[src/rtl/dual_tmr_pkg.sv]
package dual_tmr_pkg;

    localparam int BUS_W      = 32;
    localparam int CTRL_W     = 16;
    localparam int SEL_LSB    = 0;
    localparam int SEL_W      = 4;
    localparam int PRE_LSB    = 4;
    localparam int PRE_W      = 2;
    localparam int RELOAD_BIT = 6;
    localparam int UPDATE_BIT = 7;
    localparam int IEN_BIT    = 14;
    localparam int FLAG_BIT   = 15;
    localparam logic [CTRL_W-1:0] CTRL_MASK = 16'hC0FF;

    localparam logic [SEL_W-1:0] SEL_SLOW   = 4'h8;
    localparam logic [SEL_W-1:0] SEL_ALWAYS = 4'hF;

    localparam int SFTRST_BIT = 31;
    localparam int GATE_BIT   = 30;

    typedef enum logic [1:0] {
        OP_WRITE = 2'd0,
        OP_SET   = 2'd1,
        OP_CLR   = 2'd2,
        OP_COUNT = 2'd3
    } reg_op_e;

    typedef enum logic [1:0] {
        CH_OFF  = 2'd0,
        CH_RUN  = 2'd1,
        CH_HELD = 2'd2
    } ch_state_e;

    function automatic logic [BUS_W-1:0] alias_merge(
        input reg_op_e          op,
        input logic [BUS_W-1:0] cur,
        input logic [BUS_W-1:0] wd
    );
        logic [BUS_W-1:0] res;
        unique case (op)
            OP_WRITE: res = wd;
            OP_SET:   res = cur | wd;
            OP_CLR:   res = cur & ~wd;
            default:  res = cur;
        endcase
        return res;
    endfunction

endpackage

[src/rtl/dual_tmr_global.sv]
module dual_tmr_global
    import dual_tmr_pkg::*;
(
    input  logic             clk,
    input  logic             rst_n,
    input  logic             wr_en,
    input  reg_op_e          op,
    input  logic [BUS_W-1:0] wdata,
    output logic             sftrst_q,
    output logic             gate_q,
    output logic             run_en
);

    logic [BUS_W-1:0] cur_word;
    logic [BUS_W-1:0] merged;
    logic             sftrst_d;
    logic             gate_d;

    always_comb begin
        cur_word             = '0;
        cur_word[SFTRST_BIT] = sftrst_q;
        cur_word[GATE_BIT]   = gate_q;
        merged               = wr_en ? alias_merge(op, cur_word, wdata) : cur_word;
        sftrst_d             = merged[SFTRST_BIT];
        // soft reset pins the gate closed
        gate_d               = merged[GATE_BIT] | sftrst_d;
    end

    always_ff @(posedge clk or negedge rst_n) begin
        if (!rst_n) begin
            sftrst_q <= 1'b1;
            gate_q   <= 1'b1;
        end else begin
            sftrst_q <= sftrst_d;
            gate_q   <= gate_d;
        end
    end

    assign run_en = !sftrst_q && !gate_q;

endmodule

[src/rtl/dual_tmr_tick.sv]
module dual_tmr_tick
    import dual_tmr_pkg::*;
#(
    parameter int SW = SEL_W,
    parameter int PW = PRE_W
) (
    input  logic          clk,
    input  logic          rst_n,
    input  logic          clr,
    input  logic          active,
    input  logic          restart,
    input  logic [SW-1:0] sel,
    input  logic [PW-1:0] pre,
    input  logic          slow_tick,
    output logic          step
);

    localparam int DIV_W = (1 << PW) - 1;

    logic [DIV_W-1:0] phase_q;
    logic [DIV_W-1:0] mask;
    logic             src;

    always_comb begin
        if (sel == SW'(SEL_SLOW)) begin
            src = slow_tick;
        end else if (sel == SW'(SEL_ALWAYS)) begin
            src = 1'b1;
        end else begin
            src = 1'b0;
        end
        mask = ({{(DIV_W-1){1'b0}}, 1'b1} << pre) - {{(DIV_W-1){1'b0}}, 1'b1};
        step = active && src && ((phase_q & mask) == mask);
    end

    always_ff @(posedge clk or negedge rst_n) begin
        if (!rst_n) begin
            phase_q <= '0;
        end else if (clr || !active || restart) begin
            phase_q <= '0;
        end else if (src) begin
            phase_q <= phase_q + 1'b1;
        end
    end

endmodule

[src/rtl/dual_tmr_channel.sv]
module dual_tmr_channel
    import dual_tmr_pkg::*;
#(
    parameter int CNT_W = 16
) (
    input  logic              clk,
    input  logic              rst_n,
    input  logic              soft_clr,
    input  logic              run_en,
    input  logic              ctrl_wr,
    input  reg_op_e           ctrl_op,
    input  logic              cnt_wr,
    input  logic [BUS_W-1:0]  wdata,
    input  logic              slow_tick,
    output logic [CTRL_W-1:0] ctrl_q,
    output logic [CNT_W-1:0]  count_q,
    output logic [CNT_W-1:0]  fixed_q,
    output ch_state_e         state_q,
    output logic              irq
);

    ch_state_e         state_d;
    logic [CTRL_W-1:0] ctrl_d;
    logic [CNT_W-1:0]  count_d;
    logic [CNT_W-1:0]  fixed_d;
    logic              parked;
    logic              step;
    logic              hw_set;
    logic              cnt_load;
    logic              tick_active;
    logic [BUS_W-1:0]  ctrl_merged;

    // ---------------- state register ----------------
    always_ff @(posedge clk or negedge rst_n) begin
        if (!rst_n) begin
            state_q <= CH_OFF;
        end else if (soft_clr) begin
            state_q <= CH_OFF;
        end else begin
            state_q <= state_d;
        end
    end

    assign parked = (count_q == '0) && !ctrl_q[RELOAD_BIT];

    always_comb begin
        state_d = state_q;
        unique case (state_q)
            CH_OFF: begin
                if (run_en) state_d = parked ? CH_HELD : CH_RUN;
            end
            CH_RUN: begin
                if (!run_en)     state_d = CH_OFF;
                else if (parked) state_d = CH_HELD;
            end
            CH_HELD: begin
                if (!run_en)      state_d = CH_OFF;
                else if (!parked) state_d = CH_RUN;
            end
            default: state_d = CH_OFF;
        endcase
    end

    // ---------------- outputs of the state machine ----------------
    always_comb begin
        tick_active = (state_q == CH_RUN) && run_en;
        irq         = ctrl_q[FLAG_BIT] && ctrl_q[IEN_BIT];
    end

    dual_tmr_tick u_tick (
        .clk       (clk),
        .rst_n     (rst_n),
        .clr       (soft_clr),
        .active    (tick_active),
        .restart   (cnt_wr),
        .sel       (ctrl_q[SEL_LSB +: SEL_W]),
        .pre       (ctrl_q[PRE_LSB +: PRE_W]),
        .slow_tick (slow_tick),
        .step      (step)
    );

    // ---------------- datapath ----------------
    always_comb begin
        cnt_load    = cnt_wr && ctrl_q[UPDATE_BIT];
        hw_set      = step && !cnt_load && (count_q == CNT_W'(1));
        ctrl_merged = ctrl_wr ? alias_merge(ctrl_op, BUS_W'(ctrl_q), wdata)
                              : BUS_W'(ctrl_q);
        ctrl_d      = ctrl_merged[CTRL_W-1:0] & CTRL_MASK;
        // hardware set takes priority over a software clear
        if (hw_set) ctrl_d[FLAG_BIT] = 1'b1;

        fixed_d = cnt_wr ? wdata[CNT_W-1:0] : fixed_q;

        if (cnt_load) begin
            count_d = wdata[CNT_W-1:0];
        end else if (step) begin
            if (count_q != '0)             count_d = count_q - 1'b1;
            else if (ctrl_q[RELOAD_BIT])   count_d = fixed_q;
            else                           count_d = count_q;
        end else begin
            count_d = count_q;
        end
    end

    always_ff @(posedge clk or negedge rst_n) begin
        if (!rst_n) begin
            ctrl_q  <= '0;
            count_q <= '0;
            fixed_q <= '0;
        end else if (soft_clr) begin
            ctrl_q  <= '0;
            count_q <= '0;
            fixed_q <= '0;
        end else begin
            ctrl_q  <= ctrl_d;
            count_q <= count_d;
            fixed_q <= fixed_d;
        end
    end

endmodule

[src/rtl/dual_reload_timer.sv]
module dual_reload_timer
    import dual_tmr_pkg::*;
#(
    parameter int NUM_CH = 2,
    parameter int CNT_W  = 16,
    parameter int ADDR_W = 5
) (
    input  logic                    clk,
    input  logic                    rst_n,
    input  logic                    bus_wr,
    input  logic [ADDR_W-1:0]       bus_addr,
    input  logic [31:0]             bus_wdata,
    output logic [31:0]             bus_rdata,
    input  logic                    slow_tick,
    output logic [NUM_CH-1:0]       irq
);

    localparam int BLK_W = ADDR_W - 3;

    logic                           sftrst_q;
    logic                           gate_q;
    logic                           run_en;
    logic [BLK_W-1:0]               blk;
    reg_op_e                        op;
    logic                           slot_ok;
    logic                           glb_wr;
    logic [NUM_CH-1:0]              ctrl_wr;
    logic [NUM_CH-1:0]              cnt_wr;
    logic [NUM_CH-1:0][CTRL_W-1:0]  ch_ctrl;
    logic [NUM_CH-1:0][CNT_W-1:0]   ch_count;
    logic [NUM_CH-1:0][CNT_W-1:0]   ch_fixed;
    ch_state_e                      ch_state [NUM_CH];

    assign blk     = bus_addr[ADDR_W-1:3];
    assign op      = reg_op_e'(bus_addr[1:0]);
    assign slot_ok = !bus_addr[2];
    assign glb_wr  = bus_wr && slot_ok && (blk == '0) && (op != OP_COUNT);

    dual_tmr_global u_glb (
        .clk      (clk),
        .rst_n    (rst_n),
        .wr_en    (glb_wr),
        .op       (op),
        .wdata    (bus_wdata),
        .sftrst_q (sftrst_q),
        .gate_q   (gate_q),
        .run_en   (run_en)
    );

    for (genvar n = 0; n < NUM_CH; n++) begin : g_ch
        logic hit;
        assign hit        = slot_ok && (blk == BLK_W'(n + 1));
        assign ctrl_wr[n] = bus_wr && hit && (op != OP_COUNT);
        assign cnt_wr[n]  = bus_wr && hit && (op == OP_COUNT);

        dual_tmr_channel #(.CNT_W(CNT_W)) u_ch (
            .clk       (clk),
            .rst_n     (rst_n),
            .soft_clr  (sftrst_q),
            .run_en    (run_en),
            .ctrl_wr   (ctrl_wr[n]),
            .ctrl_op   (op),
            .cnt_wr    (cnt_wr[n]),
            .wdata     (bus_wdata),
            .slow_tick (slow_tick),
            .ctrl_q    (ch_ctrl[n]),
            .count_q   (ch_count[n]),
            .fixed_q   (ch_fixed[n]),
            .state_q   (ch_state[n]),
            .irq       (irq[n])
        );
    end

    always_comb begin
        bus_rdata = '0;
        if (slot_ok && blk == '0 && op != OP_COUNT) begin
            bus_rdata[SFTRST_BIT] = sftrst_q;
            bus_rdata[GATE_BIT]   = gate_q;
        end
        for (int n = 0; n < NUM_CH; n++) begin
            if (slot_ok && blk == BLK_W'(n + 1)) begin
                if (op == OP_COUNT) begin
                    bus_rdata = (BUS_W'(ch_count[n]) << (BUS_W / 2)) | BUS_W'(ch_fixed[n]);
                end else begin
                    bus_rdata = BUS_W'(ch_ctrl[n]);
                end
            end
        end
    end

endmodule

[config.mk]
export PLATFORM = sky130hd
export DESIGN_NAME = dual_reload_timer
export DESIGN_NICKNAME = d
export VERILOG_FILES = /design/src/rtl/dual_tmr_pkg.sv /design/src/rtl/dual_tmr_global.sv /design/src/rtl/dual_tmr_tick.sv /design/src/rtl/dual_tmr_channel.sv /design/src/rtl/dual_reload_timer.sv
export SDC_FILE = /design/constraint.sdc
export NUM_CORES = 1
export LEC_CHECK = 0
export ABC_AREA = 1
export BUFFER_PORTS_ARGS = -buffer_cell sky130_fd_sc_hd__clkbuf_2
export CAP_MARGIN = 25
export CELL_PAD_IN_SITES_DETAIL_PLACEMENT = 1
export CELL_PAD_IN_SITES_GLOBAL_PLACEMENT = 2
export CORE_ASPECT_RATIO = 0.9
export CORE_MARGIN = 2
export CORE_UTILIZATION = 28
export DETAILED_ROUTE_END_ITERATION = 8
export PLACE_DENSITY_LB_ADDON = 0.1
export RECOVER_POWER = 50
export SYNTH_ARGS = -nofsm -noshare
export SYNTH_HDL_FRONTEND = slang
export SYNTH_SLANG_ARGS = --single-unit
[constraint.sdc]
create_clock -name clk -period 2.7 [get_ports clk]
set_input_delay 0.54 -clock clk [delete_from_list [all_inputs] [get_ports clk]]
set_output_delay 0.54 -clock clk [all_outputs]
set_load 0.005 [all_outputs]
==> flow_summary_export.csv <==
group,metric,value,unit
sta,finalCritPeriodShare,95.9,%
floorplanning,rows,54,
status,run_status,"finished with violations",
final_layout,drive_gt1_share,12.0,%
global_routing,grt_use_met3,2.70,%
worst_setup_path,cpMostUsedCell,"clkbuf_2",
synth,synth_edf_count,0,
drt,drt-total-wl,28700,um
global_routing,grt_start_max_net_pins,97,
synth,ys_ff_latch,96,
sta,hold_violations,0,
worst_hold_path,min_path_type,"in -> reg",
global_routing,grt-ovfl-total,0,
global_routing,grt-busiest-layer,"met1",
global_routing,grtUsageTotal,22.6,%
drt,via_per_inst,5.03,
place,dp.cells,1417,
floorplanning,coreArea,24300,um^2
final_layout,design_area,7900,um^2
clock_network,cts_tree,"yes",
final_layout,antenna_cells,0,
drt,dr.pass1.iters,5,
place,dp_hpwl,22200,um
drt,vias,7203,
clock_network,path_clk_slew,0.07,ns
place,portBuffers,60,
synth,synthFlopType,"dfrtp_1",
final_layout,utilization,32.5,%
synth,seq_area_frac_synth,34.6,%
sta,final_max_slew_viol_count,89,
sta,max_freq,386,MHz
synth,synthArstFlopShare,100,%
clock_network,clock_latency,0.36,ns
synth,synth_top_area_share,33.8,%
worst_setup_path,worstPathRequired,2.16,ns
sta,tightest_slew,1.52,ns
clock_network,clockRootBuffer,"clkbuf_16",
worst_setup_path,worstPathArrival,2.05,ns
sta,min_period,2.59,ns
synth,synth_commonest_cells,"308 x nand2_1, 163 x nand3_1, 146 x inv_1",
floorplanning,io_pins,75,
final_layout,layout.cells.non_filler,1433,
synth,synthCells,1067,
floorplanning,fp.dieH,154,um
synth,yosysMostFrequentCell,"nand2_1",
worst_setup_path,path_max_fanout,15,
sta,setup_viol,0,
synth,synth_nets,1121,
sta,finalClockSkew,0.00981,ns
final_layout,fillers,3160,
place,placed_area,7620,um^2
clock_network,htree_num_levels,3,
drt,drt-initial-drc-count,445,
final_layout,area_growth_syn_to_layout,13.6,%
worst_setup_path,start_kind,"primary input",
worst_setup_path,critPathKind,"in -> out",
worst_setup_path,path_delay_family,"compound AO/OA/AOI/OAI gates",
final_layout,nets,1174,
synth,synth.largest_area_cell,"dfrtp_1",
sta,maxSlewHeadroom,-1.65,%
clock_network,cts_sinks,96,
power,p_leak,4.16,nW
drt,ant_nets,0,
worst_setup_path,r2r_cells,9,
drt,wire_per_inst,20.1,um
clock_network,cts_buffer_depth,2,
synth,synth.area.top_cells,"dfrtp_1 34%, nand2_1 17%, nand3_1 12%, inv_1 7.9%, o21ai_0 6.9%",
worst_setup_path,worst-path-stages,5,
status,violations,"slew limit",
global_routing,grt_antenna_before_repair,0,
floorplanning,die_area,26100,um^2
worst_setup_path,slowest_delay,0.44,ns
global_routing,use_met1,35.0,%
flow_run,max_cap_viol_count,0,
power,peakVddDrop,0.763,mV
synth,synth_cell_types,41,
global_routing,first_global_vias,7083,
drt,remaining_drc_errors,0,
worst_setup_path,path_buf_inv,2,
synth,syn_area_per_cell,6.52,um^2
worst_setup_path,slowest_stage,"o22ai_1",
clock_network,cts_buffers,9,
synth,synthesis.area,6960,um^2
worst_setup_path,path_cells,"clkbuf_2, ha_1, nand2_1, o22ai_1, clkbuf_2",
power,power_per_cell_area,1030,nW/um^2
worst_hold_path,holdPathStages,3,
worst_setup_path,end_kind,"primary output",
floorplanning,start_util,28.6,%
sta,rsz0062_at_grt,"no",
floorplanning,dieWidth,170,um
place,gp_congestion,0.832,
global_routing,grt_pass1_wl,44500,um
global_routing,use_met2,33.9,%
sta,finalSetupTns,0,ns
synth,yosys_warnings,0,
==> logic make-up (layout without fill, tap and decap cells) <==
logic type | Yosys count | after routing | share of synthesized area, %
AND/OR/NAND/NOR | 592 | 592 | 37.5
flip-flops | 96 | 96 | 34.6
AO/OA/AOI/OAI | 168 | 168 | 13.9
adder cells (fa/ha/maj) | 13 | 13 | 2.34
XOR/XNOR | 3 | 3 | 0.378
buffers and inverters | 195 | 253 | 11.3
==> routing by layer <==
layer	wire, um	vias up
met5	0	-
met4	252	0
met3	851	17
met2	12600	83
met1	15100	3562
li1	-	3541
==> placed cells by master, fill, tap and decap left out, drive strengths merged <==
cell type,instances
nor3,3
o211ai,2
inv,154
xor2,2
nand3,167
nor2,102
ha,13
nor4,1
o21ai,104
nand2,316
o22ai,13
a211oi,4
clkinv,5
or2,1
a22o,10
o2111ai,4
dfstp,2
a32o,6
nand3b,1
o221ai,2
xnor2,1
nand4,1
bufinv,1
dfrtp,94
a21oi,22
clkinvlp,2
clkbuf,71
o21a,1
buf,20
==> report_power, final <==
group / switching, W / internal, W / total, W
Clock: 0.000668 / 0.000729 / 0.00140
Sequential: 0.000554 / 0.00191 / 0.00246
Combinational: 0.00301 / 0.00128 / 0.00428
==> layout make-up <==
type / count / area (um^2) / area share, %
Multi-Input combinational cell: 776 / 3760 / 47.6
Clock buffer: 9 / 225 / 2.85
Clock inverter: 7 / 80.1 / 1.01
Tap cell: 308 / 385 / 4.88
Sequential cell: 96 / 2400 / 30.4
Inverter: 155 / 582 / 7.36
Timing Repair Buffer: 82 / 464 / 5.87
==> repair_timing <==
item,in CTS,in global routing
hold buffers,0,0
setup buffers,0,0
resized for setup,0,1
setup endpoints to repair,0,1
==> worst register-to-register path, stage by stage, from the launching register on <==
cell and delay [ns]:
dfrtp_1 0.42, inv_1 0.20, ha_1 0.24, inv_1 0.05, nor2_1 0.40, nand3_2 0.21
nand2_4 0.26, nand2_4 0.20, nand3_1 0.19, nand2_1 0.07
==> registers in the layout, summed over array words and instances, names as in the netlist <==
signal                    count
g_ch.u_ch.ctrl_q             20
g_ch.u_ch.fixed_q            32
g_ch.u_ch.count_q            32
g_ch.u_ch.state_q             4
g_ch.u_ch.u_tick.phase_q      6
u_glb.sftrst_q                1
u_glb.gate_q                  1
==> worst paths after layout <==
check | end | start | slack [ns]
setup / recovery | bus_rdata[16] | bus_addr[0] | 0.11
max in group asynchronous | g_ch[0].u_ch.count_q[6]$_DFFE_PN0P_ | rst_n | 1.06
hold / removal | g_ch[0].u_ch.ctrl_q[2]$_DFFE_PN0P_ | bus_wdata[2] | 0.50
min in group asynchronous | g_ch[1].u_ch.ctrl_q[14]$_DFFE_PN0P_ | rst_n | 0.62
hold reg to reg | g_ch[1].u_ch.fixed_q[10]$_DFFE_PN0P_ | g_ch[1].u_ch.fixed_q[10]$_DFFE_PN0P_ | 0.53
setup reg to reg | g_ch[0].u_ch.count_q[7]$_DFFE_PN0P_ | g_ch[0].u_ch.count_q[0]$_DFFE_PN0P_ | 0.35
==> per-stage QoR <==
step           total power [W]  setup slack, ns  hold WS, ns
3_5_place_dp           0.00680           0.0504        0.510
5_1_grt                0.00893           0.0396        0.499
3_3_place_gp           0.00675           0.0778        0.506
6_report               0.00814            0.112        0.497
2_1_floorplan          0.00531            0.669        0.244
4_1_cts                0.00824           0.0482        0.291
Note: power is estimated with default switching activity, not from simulation.
